### src/rtl/addsub_pkg.sv
package addsub_pkg;

  typedef enum logic {
    MODE_ADD = 1'b0,
    MODE_SUB = 1'b1
  } mode_e;

  function automatic logic fa_sum(input logic x, input logic y, input logic c);
    return x ^ y ^ c;
  endfunction

  function automatic logic fa_carry(input logic x, input logic y, input logic c);
    return (x & y) | (c & (x ^ y));
  endfunction

  function automatic logic cond_flip(input logic bit_in, input logic flip);
    return bit_in ^ flip;
  endfunction

endpackage

### src/rtl/addsub_cell.sv
module addsub_cell
  import addsub_pkg::*;
(
  input  logic x_i,
  input  logic y_i,
  input  logic c_i,
  output logic s_o,
  output logic c_o
);

  assign s_o = fa_sum(x_i, y_i, c_i);
  assign c_o = fa_carry(x_i, y_i, c_i);

  always_comb begin
    AST_CELL_TOTAL: assert ({c_o, s_o} == (2'(x_i) + 2'(y_i) + 2'(c_i)));
  end

endmodule

### src/rtl/addsub_chain.sv
module addsub_chain
  import addsub_pkg::*;
#(
  parameter int W = 4
) (
  input  logic [W-1:0] a_i,
  input  logic [W-1:0] b_i,
  input  logic         mode_i,
  output logic [W-1:0] s_o,
  output logic         cout_o,
  output logic         cin_top_o
);

  localparam int CW = W + 1;

  logic [W-1:0] b_eff;
  logic [W:0]   carry;
  logic [CW-1:0] ref_total;

  assign carry[0] = mode_i;

  for (genvar i = 0; i < W; i++) begin : g_stage
    assign b_eff[i] = cond_flip(b_i[i], mode_i);
    addsub_cell u_cell (
      .x_i (a_i[i]),
      .y_i (b_eff[i]),
      .c_i (carry[i]),
      .s_o (s_o[i]),
      .c_o (carry[i+1])
    );
  end

  assign cout_o    = carry[W];
  assign cin_top_o = carry[W-1];

  always_comb begin
    ref_total = {1'b0, a_i} + {1'b0, b_eff} + CW'(mode_i);
    AST_CHAIN_TOTAL: assert ({cout_o, s_o} == ref_total);
  end

endmodule

### src/rtl/addsub_signmag.sv
module addsub_signmag #(
  parameter int W = 4
) (
  input  logic [W-1:0] r_i,
  output logic [W-1:0] d_o
);

  localparam int MSB = W - 1;

  logic [W-1:0] dec;
  logic [W:0]   brw;
  logic         is_neg;
  logic [W-1:0] neg_r;

  assign brw[0] = 1'b1;
  for (genvar i = 0; i < W; i++) begin : g_dec
    assign dec[i]   = r_i[i] ^ brw[i];
    assign brw[i+1] = brw[i] & ~r_i[i];
  end

  assign is_neg = r_i[MSB];
  assign d_o    = is_neg ? {1'b1, ~dec[MSB-1:0]} : r_i;

  always_comb begin
    neg_r = ~r_i + W'(1);
    AST_DISP_POS: assert (is_neg || (d_o == r_i));
    AST_DISP_NEG: assert (!is_neg || (d_o[MSB] && (d_o[MSB-1:0] == neg_r[MSB-1:0])));
    AST_DISP_MIN: assert ((r_i != {1'b1, {MSB{1'b0}}}) || (d_o == r_i));
  end

endmodule

### src/rtl/addsub_unit.sv
module addsub_unit
  import addsub_pkg::*;
#(
  parameter int W = 4
) (
  input  logic [W-1:0] opa_i,
  input  logic [W-1:0] opb_i,
  input  logic         op_sub_i,
  output logic [W-1:0] res_o,
  output logic         cflag_o,
  output logic         ovf_o,
  output logic [W-1:0] disp_o
);

  localparam int MSB = W - 1;

  mode_e mode;
  logic  raw_cout;
  logic  top_cin;
  logic  sa, sb_eff, sr;

  assign mode = mode_e'(op_sub_i);

  addsub_chain #(.W(W)) u_chain (
    .a_i       (opa_i),
    .b_i       (opb_i),
    .mode_i    (op_sub_i),
    .s_o       (res_o),
    .cout_o    (raw_cout),
    .cin_top_o (top_cin)
  );

  addsub_signmag #(.W(W)) u_disp (
    .r_i (res_o),
    .d_o (disp_o)
  );

  assign cflag_o = raw_cout ^ op_sub_i;
  assign ovf_o   = top_cin ^ raw_cout;

  always_comb begin
    sa     = opa_i[MSB];
    sb_eff = opb_i[MSB] ^ op_sub_i;
    sr     = res_o[MSB];
    AST_BORROW: assert ((mode != MODE_SUB) || (cflag_o == (opa_i < opb_i)));
    AST_CARRY: assert ((mode != MODE_ADD) || (cflag_o == (({1'b0, opa_i} + {1'b0, opb_i}) > {1'b0, {W{1'b1}}})));
    AST_OVERFLOW: assert (ovf_o == ((sa == sb_eff) && (sr != sa)));
  end

endmodule

### config.mk
export PLATFORM = sky130hd
export DESIGN_NAME = addsub_unit
export DESIGN_NICKNAME = d
export VERILOG_FILES = /design/src/rtl/addsub_pkg.sv /design/src/rtl/addsub_cell.sv /design/src/rtl/addsub_chain.sv /design/src/rtl/addsub_signmag.sv /design/src/rtl/addsub_unit.sv
export SDC_FILE = /design/constraint.sdc
export NUM_CORES = 1
export LEC_CHECK = 0
export ABC_AREA = 0
export BUFFER_PORTS_ARGS = -buffer_cell sky130_fd_sc_hd__buf_2
export CORE_AREA = 2 2 39 41
export DETAILED_ROUTE_END_ITERATION = 6
export DIE_AREA = 0 0 41 43
export GPL_TIMING_DRIVEN = 0
export PLACE_DENSITY = 0.47
export SETUP_SLACK_MARGIN = 0.1
export SLEW_MARGIN = 20
export SYNTH_ARGS = -nofsm -noshare
export SYNTH_HDL_FRONTEND = slang
export SYNTH_SLANG_ARGS = --single-unit
### constraint.sdc
create_clock -name vclk -period 3
set_input_delay 0.3 -clock vclk [all_inputs]
set_output_delay 0.3 -clock vclk [all_outputs]
set_load 0.005 [all_outputs]
---- Yosys cells after proc, flatten, opt, wreduce, memory -nomap -nowiden ----
Cells that the tools add are included.
storage, ports and cells
  register bits ........................... 0
  bits in latches ......................... 0
  RAM bits ................................ 0
  memory bits (read-only) ................. 0
  input bits .............................. 9
  logic and storage cells ................. 33
  memories ................................ 0
cells by class
  add/subtract/negate cells ............... 0
  multiply operators ...................... 0
  div/mod/pow operators ................... 0
  $lt $le $gt $ge ......................... 0
  equality and inequality tests ........... 0
  shift operators ......................... 0
  muxes and demuxes ....................... 1
  bitwise logic cells ..................... 32
  reduce and logical (&&, ||, !) cells .... 0
operators with widths
  cell              number
  XOR 1 bit         16
  AND 1 bit         9
  2-to-1 mux 4 bit  1
  OR 1 bit          4
  NOT 3 bit         1
  NOT 1 bit         2

---- Longest topological paths before layout ----
Gate-level depths: netlist of the first run.
  depth after elaboration ................. 11
  mapped depth ............................ 8
  gate-level depth less buffers ........... 7

---- Hierarchy ----
From an unflattened synthesis of the first run, not the netlist that was laid out.
second synthesis, totals
  cell total of the unflattened synthesis .. 19
  area, all modules ....................... 191.4 um^2
modules (own cells, without submodules)
  module          times used  cells an instance  area each (um^2)  sequential area each (um^2)
  addsub_cell     4           1                  20.0              0.0
  addsub_signmag  1           9                  58.8              0.0
  addsub_chain    1           4                  35.0              0.0
  addsub_unit     1           2                  17.5              0.0

---- Least setup slack after synthesis of the first run ----
No wires, ideal clock.
  path type ............................... input port to output port
  from .................................... input port op_sub_i
  to ...................................... output port disp_o[1]
  data arrival time ....................... 2.142 ns
  setup slack ............................. 0.558 ns
  stages on the path ...................... 7
  buffers on the path ..................... 1
  cells stage by stage .................... buf_4 -> xnor2_1 -> fa_1 -> inv_1 -> fa_1 -> fa_1 -> mux2_4
on the way
  longest elaborated chain between the ends .. 10
  elaborated cells on any way between the ends .. 24
  classes of those cells .................. mux: 1; bitwise: 23
ends and longest elaborated chain
  item                               line                  source
  start, declared                    addsub_unit.sv:8      input logic op_sub_i,
  XOR 1 bit                          addsub_pkg.sv:17      return bit_in ^ flip;
  XOR 1 bit                          addsub_pkg.sv:13      return (x & y) | (c & (x ^ y));
  AND 1 bit                          addsub_pkg.sv:13
  OR 1 bit                           addsub_pkg.sv:13
  AND 1 bit                          addsub_pkg.sv:13
  OR 1 bit                           addsub_pkg.sv:13
  AND 1 bit                          addsub_pkg.sv:13
  OR 1 bit                           addsub_pkg.sv:13
  XOR 1 bit *                        addsub_pkg.sv:9       return x ^ y ^ c;
  via u_chain.g_stage[3].u_cell.s_o  addsub_cell.sv:7      output logic s_o,
  2-to-1 mux 4 bit *                 addsub_signmag.sv:22  assign d_o = is_neg ? {1'b1, ~dec[MSB-1:0]} : r_i;
  end, declared                      addsub_unit.sv:12     output logic [W-1:0] disp_o
Mark *: on every way through the listed nets, which the timed path passes. The rest lies on a longest branch.

---- Worst setup path in the final report of the first run ----
Same ends and word-level chain as after synthesis.

==> results of run 1 <==
==> kinds of logic (layout without fill, tap and decap cells) <==
| group | Yosys count | after routing | share of synthesized area |
|---|---|---|---|
| mux | 2 | 2 | 0.1075 |
| buf+inv | 11 | 29 | 0.2903 |
| xor+xnor | 7 | 7 | 0.2634 |
| simple gates | 1 | 1 | 0.02690 |
| fa+ha+maj | 4 | 4 | 0.3118 |
==> area by class of cell <==
cell class | count | share of cell area
multi-input cells | 14 | 0.4818
repair buffers | 18 | 0.2628
well taps | 16 | 0.05839
plain buffers | 7 | 0.1533
inverters | 4 | 0.04380
==> cell usage in the layout, fill, tap and decap left out, drive strengths merged <==
master and count:
nand2b 1, xor2 4, fa 3, buf 25
xnor2 3, mux2 1, mux2i 1, ha 1
inv 4
==> layer usage <==
layer	global-route usage	share of wire
met5	0	0
met1	0.06090	0.38
met4	0	0
met2	0.09063	0.50
met3	0	0.12
==> path summary, 6_finish.rpt <==
check / endpoint / start / slack, ps / cells after the start
min: cflag_o / op_sub_i / 900 / 3
max: disp_o[1] / op_sub_i / 360 / 8
==> metrics by stage <==
stage	setup slack (ps)	area, um^2
finish	359.1	342.8
global route	256.9	342.8
CTS	313.7	342.8
detailed placement	314.8	342.8
global placement	354.1	342.8
floorplan	557.5	232.7
==> tightest hold or removal path, delay by kind of cell <==
family                 cells  cell delay [ps]
XOR/XNOR                   1               60
buffers and inverters      2              240
==> report_power, final <==
group | switching, W | internal, W
clock | 0 | 0
sequential | 0 | 0
combinational | 0.0000502 | 0.0000809
==> flow_metrics.env, run 1 <==
export IMPL_finalMaxSlewViolations=0
export IMPL_p_leak_nw=0.1959
export IMPL_slew_headroom=0.8909
export IMPL_crit_chain="buf_4, xnor2_1, fa_1, inv_1, fa_1, fa_1, mux2_4, buf_2"
export IMPL_ant_nets=0
export IMPL_crit_type="input pin to output pin"
export IMPL_synth_cells=25
export IMPL_fp_row_count=14
export IMPL_coreArea_um2=1384
export IMPL_final_clkbuf_count=0
export IMPL_antenna_found_initial=0
export IMPL_gp_congestion=0.5505
export IMPL_seq_cells=0
export IMPL_power_w=0.0001311
export IMPL_instances_no_fill=59
export IMPL_rsz0062_at_grt="false"
export IMPL_syn_area_um2=232.7
export IMPL_avgRoutedWirePerCell_um=6.864
export IMPL_ys_warn_count=0
export IMPL_drc=0
export IMPL_crit_buf_inv=3
export IMPL_start_kind="input pin"
export IMPL_gr_usage_all_layers=0.04814
export IMPL_pin_count=19
export IMPL_synth_commonest_cells="buf_4, inv_1, xor2_1"
export IMPL_place_inst=59
export IMPL_hold_viol=0
export IMPL_drive_gt1_frac=0.6047
export IMPL_vias=201
export IMPL_path_delay_family="adder cells"
export IMPL_synth_seq_area_share=0
export IMPL_worst_pin_slew_ps=159.1
export IMPL_status="finished, final reports clean"
export IMPL_cpPeakStageDelay_ps=600
export IMPL_drt_pre_antenna_iters=1
export IMPL_crit_slowest_cell="fa_1"
export IMPL_die_area_um2=1763
export IMPL_drv_cap=0
export IMPL_fin_tns_setup_ps=0
export IMPL_synth_area_leaders="fa_1, buf_4, xor2_1"
export IMPL_cp_data_arrival_time_ps=2340
export IMPL_syn_to_final_growth_pct=47.31
export IMPL_grt_ovfl_total=0
export IMPL_start_util=0.1682
export IMPL_port_buffers=18
export IMPL_dp_hpwl_um=408.3
export IMPL_antenna_cells=0
export IMPL_worst_path_max_fanout=5
export IMPL_fillers=157
export IMPL_die_w_um=41
export IMPL_cts_hold_buffers=0
export IMPL_fin_crit_ps=2641
export IMPL_synth_area_leader_cell="fa_1"
export IMPL_viasPerCell=3.407
export IMPL_synth_nets=38
export IMPL_cts_resized=0
export IMPL_post_cts_setup_buffers=0
export IMPL_regArea_um2=0
export IMPL_grt_max_degree=6
export IMPL_hp_class="input pin to output pin"
export IMPL_ir_drop_mv=0.1563
export IMPL_worst_ep_required_time_ps=2700
export IMPL_chipHeight_um=43
export IMPL_critPathCaptureType="output pin"
export IMPL_multi_input_area_um2=165.2
export IMPL_yosysMostFrequentCell="buf_4"
export IMPL_setup_viol=0
export IMPL_synth_avg_cell_area_um2=9.309
export IMPL_finalCritPeriodShare=0.8803
export IMPL_first_global_vias=163
export IMPL_fin_hold_ws_ps=904.7
export IMPL_routed_wl_um=405
export IMPL_utilization=0.2477
export IMPL_finalNetCount=58
export IMPL_yosysUniqueCellTypes=9
export IMPL_yosysTopAreaCellShare=0.2581
export IMPL_drtIter0Drc=0
export IMPL_grt_pass1_wl_um=634
export IMPL_powerDensity_nw_per_um2=382.5
export IMPL_crit_path_frequent_cell="fa_1"
export IMPL_clock_fmax_mhz=378.7
Power figures use the tool's default switching activity.
==> run 2: changes to the inputs <==
PLACE_DENSITY = default   (was 0.47)
==> run 2 against run 1 <==
Against the previous run: cell count unchanged; setup slack improved by 8.6 ps; largest cell class unchanged; power decreased by 0.63%.
==> flow_metrics.env, run 2 (same netlist as run 1, synthesis figures left out) <==
export IMPL_hold_viol=0
export IMPL_cts_resized=0
export IMPL_drive_gt1_frac=0.6047
export IMPL_crit_path_frequent_cell="fa_1"
export IMPL_drc=0
export IMPL_crit_slowest_cell="fa_1"
export IMPL_crit_type="input pin to output pin"
export IMPL_slew_headroom=0.8705
export IMPL_chipHeight_um=43
export IMPL_post_cts_setup_buffers=0
export IMPL_pin_count=19
export IMPL_regArea_um2=0
export IMPL_final_clkbuf_count=0
export IMPL_finalNetCount=58
export IMPL_grt_met3_usage=0
export IMPL_die_w_um=41
export IMPL_p_leak_nw=0.1959
export IMPL_seq_cells=0
export IMPL_cts_hold_buffers=0
export IMPL_worst_path_max_fanout=5
export IMPL_viasPerCell=3.373
export IMPL_crit_chain="buf_4, xnor2_1, fa_1, inv_1, fa_1, fa_1, mux2_4, buf_2"
export IMPL_port_buffers=18
export IMPL_fp_row_count=14
export IMPL_setup_viol=0
export IMPL_die_area_um2=1763
export IMPL_finalMaxSlewViolations=0
export IMPL_cp_data_arrival_time_ps=2330
export IMPL_grt_max_degree=6
export IMPL_worst_ep_required_time_ps=2700
export IMPL_drv_cap=0
export IMPL_drt_pre_antenna_iters=2
export IMPL_ir_drop_mv=0.09987
export IMPL_critPathCaptureType="output pin"
export IMPL_drtIter0Drc=1
export IMPL_hp_class="input pin to output pin"
export IMPL_antenna_found_initial=0
export IMPL_start_util=0.1682
export IMPL_grt_ovfl_total=0
export IMPL_final_common_cell="buf_2"
export IMPL_routed_wl_um=390
export IMPL_vias=199
export IMPL_met2_usage=0.07813
export IMPL_layout_common_cells="buf_2, buf_4, inv_1, xor2_1"
export IMPL_cpPeakStageDelay_ps=600
export IMPL_gr_usage_met1=0.06731
export IMPL_fin_tns_setup_ps=0
export IMPL_power_w=0.0001303
export IMPL_dp_hpwl_um=394.1
export IMPL_syn_to_final_growth_pct=47.31
export IMPL_ant_nets=0
export IMPL_coreArea_um2=1384
export IMPL_start_kind="input pin"
export IMPL_path_delay_family="adder cells"
export IMPL_first_global_vias=166
export IMPL_fin_crit_ps=2632
export IMPL_crit_buf_inv=3
export IMPL_finalCritPeriodShare=0.8774
export IMPL_status="finished, final reports clean"
export IMPL_grt_pass1_wl_um=607
export IMPL_antenna_cells=0
export IMPL_clock_fmax_mhz=379.9
export IMPL_gp_congestion=0.6238
export IMPL_avgRoutedWirePerCell_um=6.610
export IMPL_rsz0062_at_grt="false"
export IMPL_powerDensity_nw_per_um2=380.1
export IMPL_worst_pin_slew_ps=192.8
export IMPL_busiest_layer="met2"
export IMPL_gr_usage_all_layers=0.04614
[run 2: cell counts in the layout (fill, tap and decap cells not counted)]
No cell type changed its count.
[run 2: path summary, 6_finish.rpt]
kind,startpoint,endpoint,slack (ps),cells past startpoint
worst max-delay path,op_sub_i,disp_o[1],370,8
worst min-delay path,op_sub_i,cflag_o,900,3
[run 2: tightest hold or removal path: stages]
cell,delay (ps)
buf_4,120
xor2_1,60
buf_2,120
[run 2: per-layer routing]
layer / vias up / share of wire
met5: - / 0
met4: 0 / 0
met3: 0 / 0.13
met2: 13 / 0.46
met1: 83 / 0.42
li1: 103 / -
[run 2: stage by stage]
| stage | utilization | instance area [um^2] | hold WS [ps] | setup slack [ps] | instances |
|---|---|---|---|---|---|
| global placement | 0.2477 | 342.8 | 905.1 | 362.1 | 59 |
| global route | 0.2477 | 342.8 | 941.9 | 218.1 | 59 |
| detailed placement | 0.2477 | 342.8 | 904.3 | 317.8 | 59 |
| CTS | 0.2477 | 342.8 | 904.3 | 316.9 | 59 |
| finish | 0.2477 | 342.8 | 899.1 | 367.7 | 59 |
| floorplan | - | 232.7 | 787.3 | 557.5 | 25 |
[run 2: cell type report]
type / instances / area, um^2
fill: 163 / 1041
inverter: 4 / 15.01
timing repair buffer: 18 / 90.09
tap: 16 / 20.02
multi-input combinational: 14 / 165.2
buffer: 7 / 52.55
[run 2: report_power, final]
group / switching, W / total, W / internal, W
Clock: 0 / 0 / 0
Sequential: 0 / 0 / 0
Combinational: 0.0000497 / 0.000130 / 0.0000806
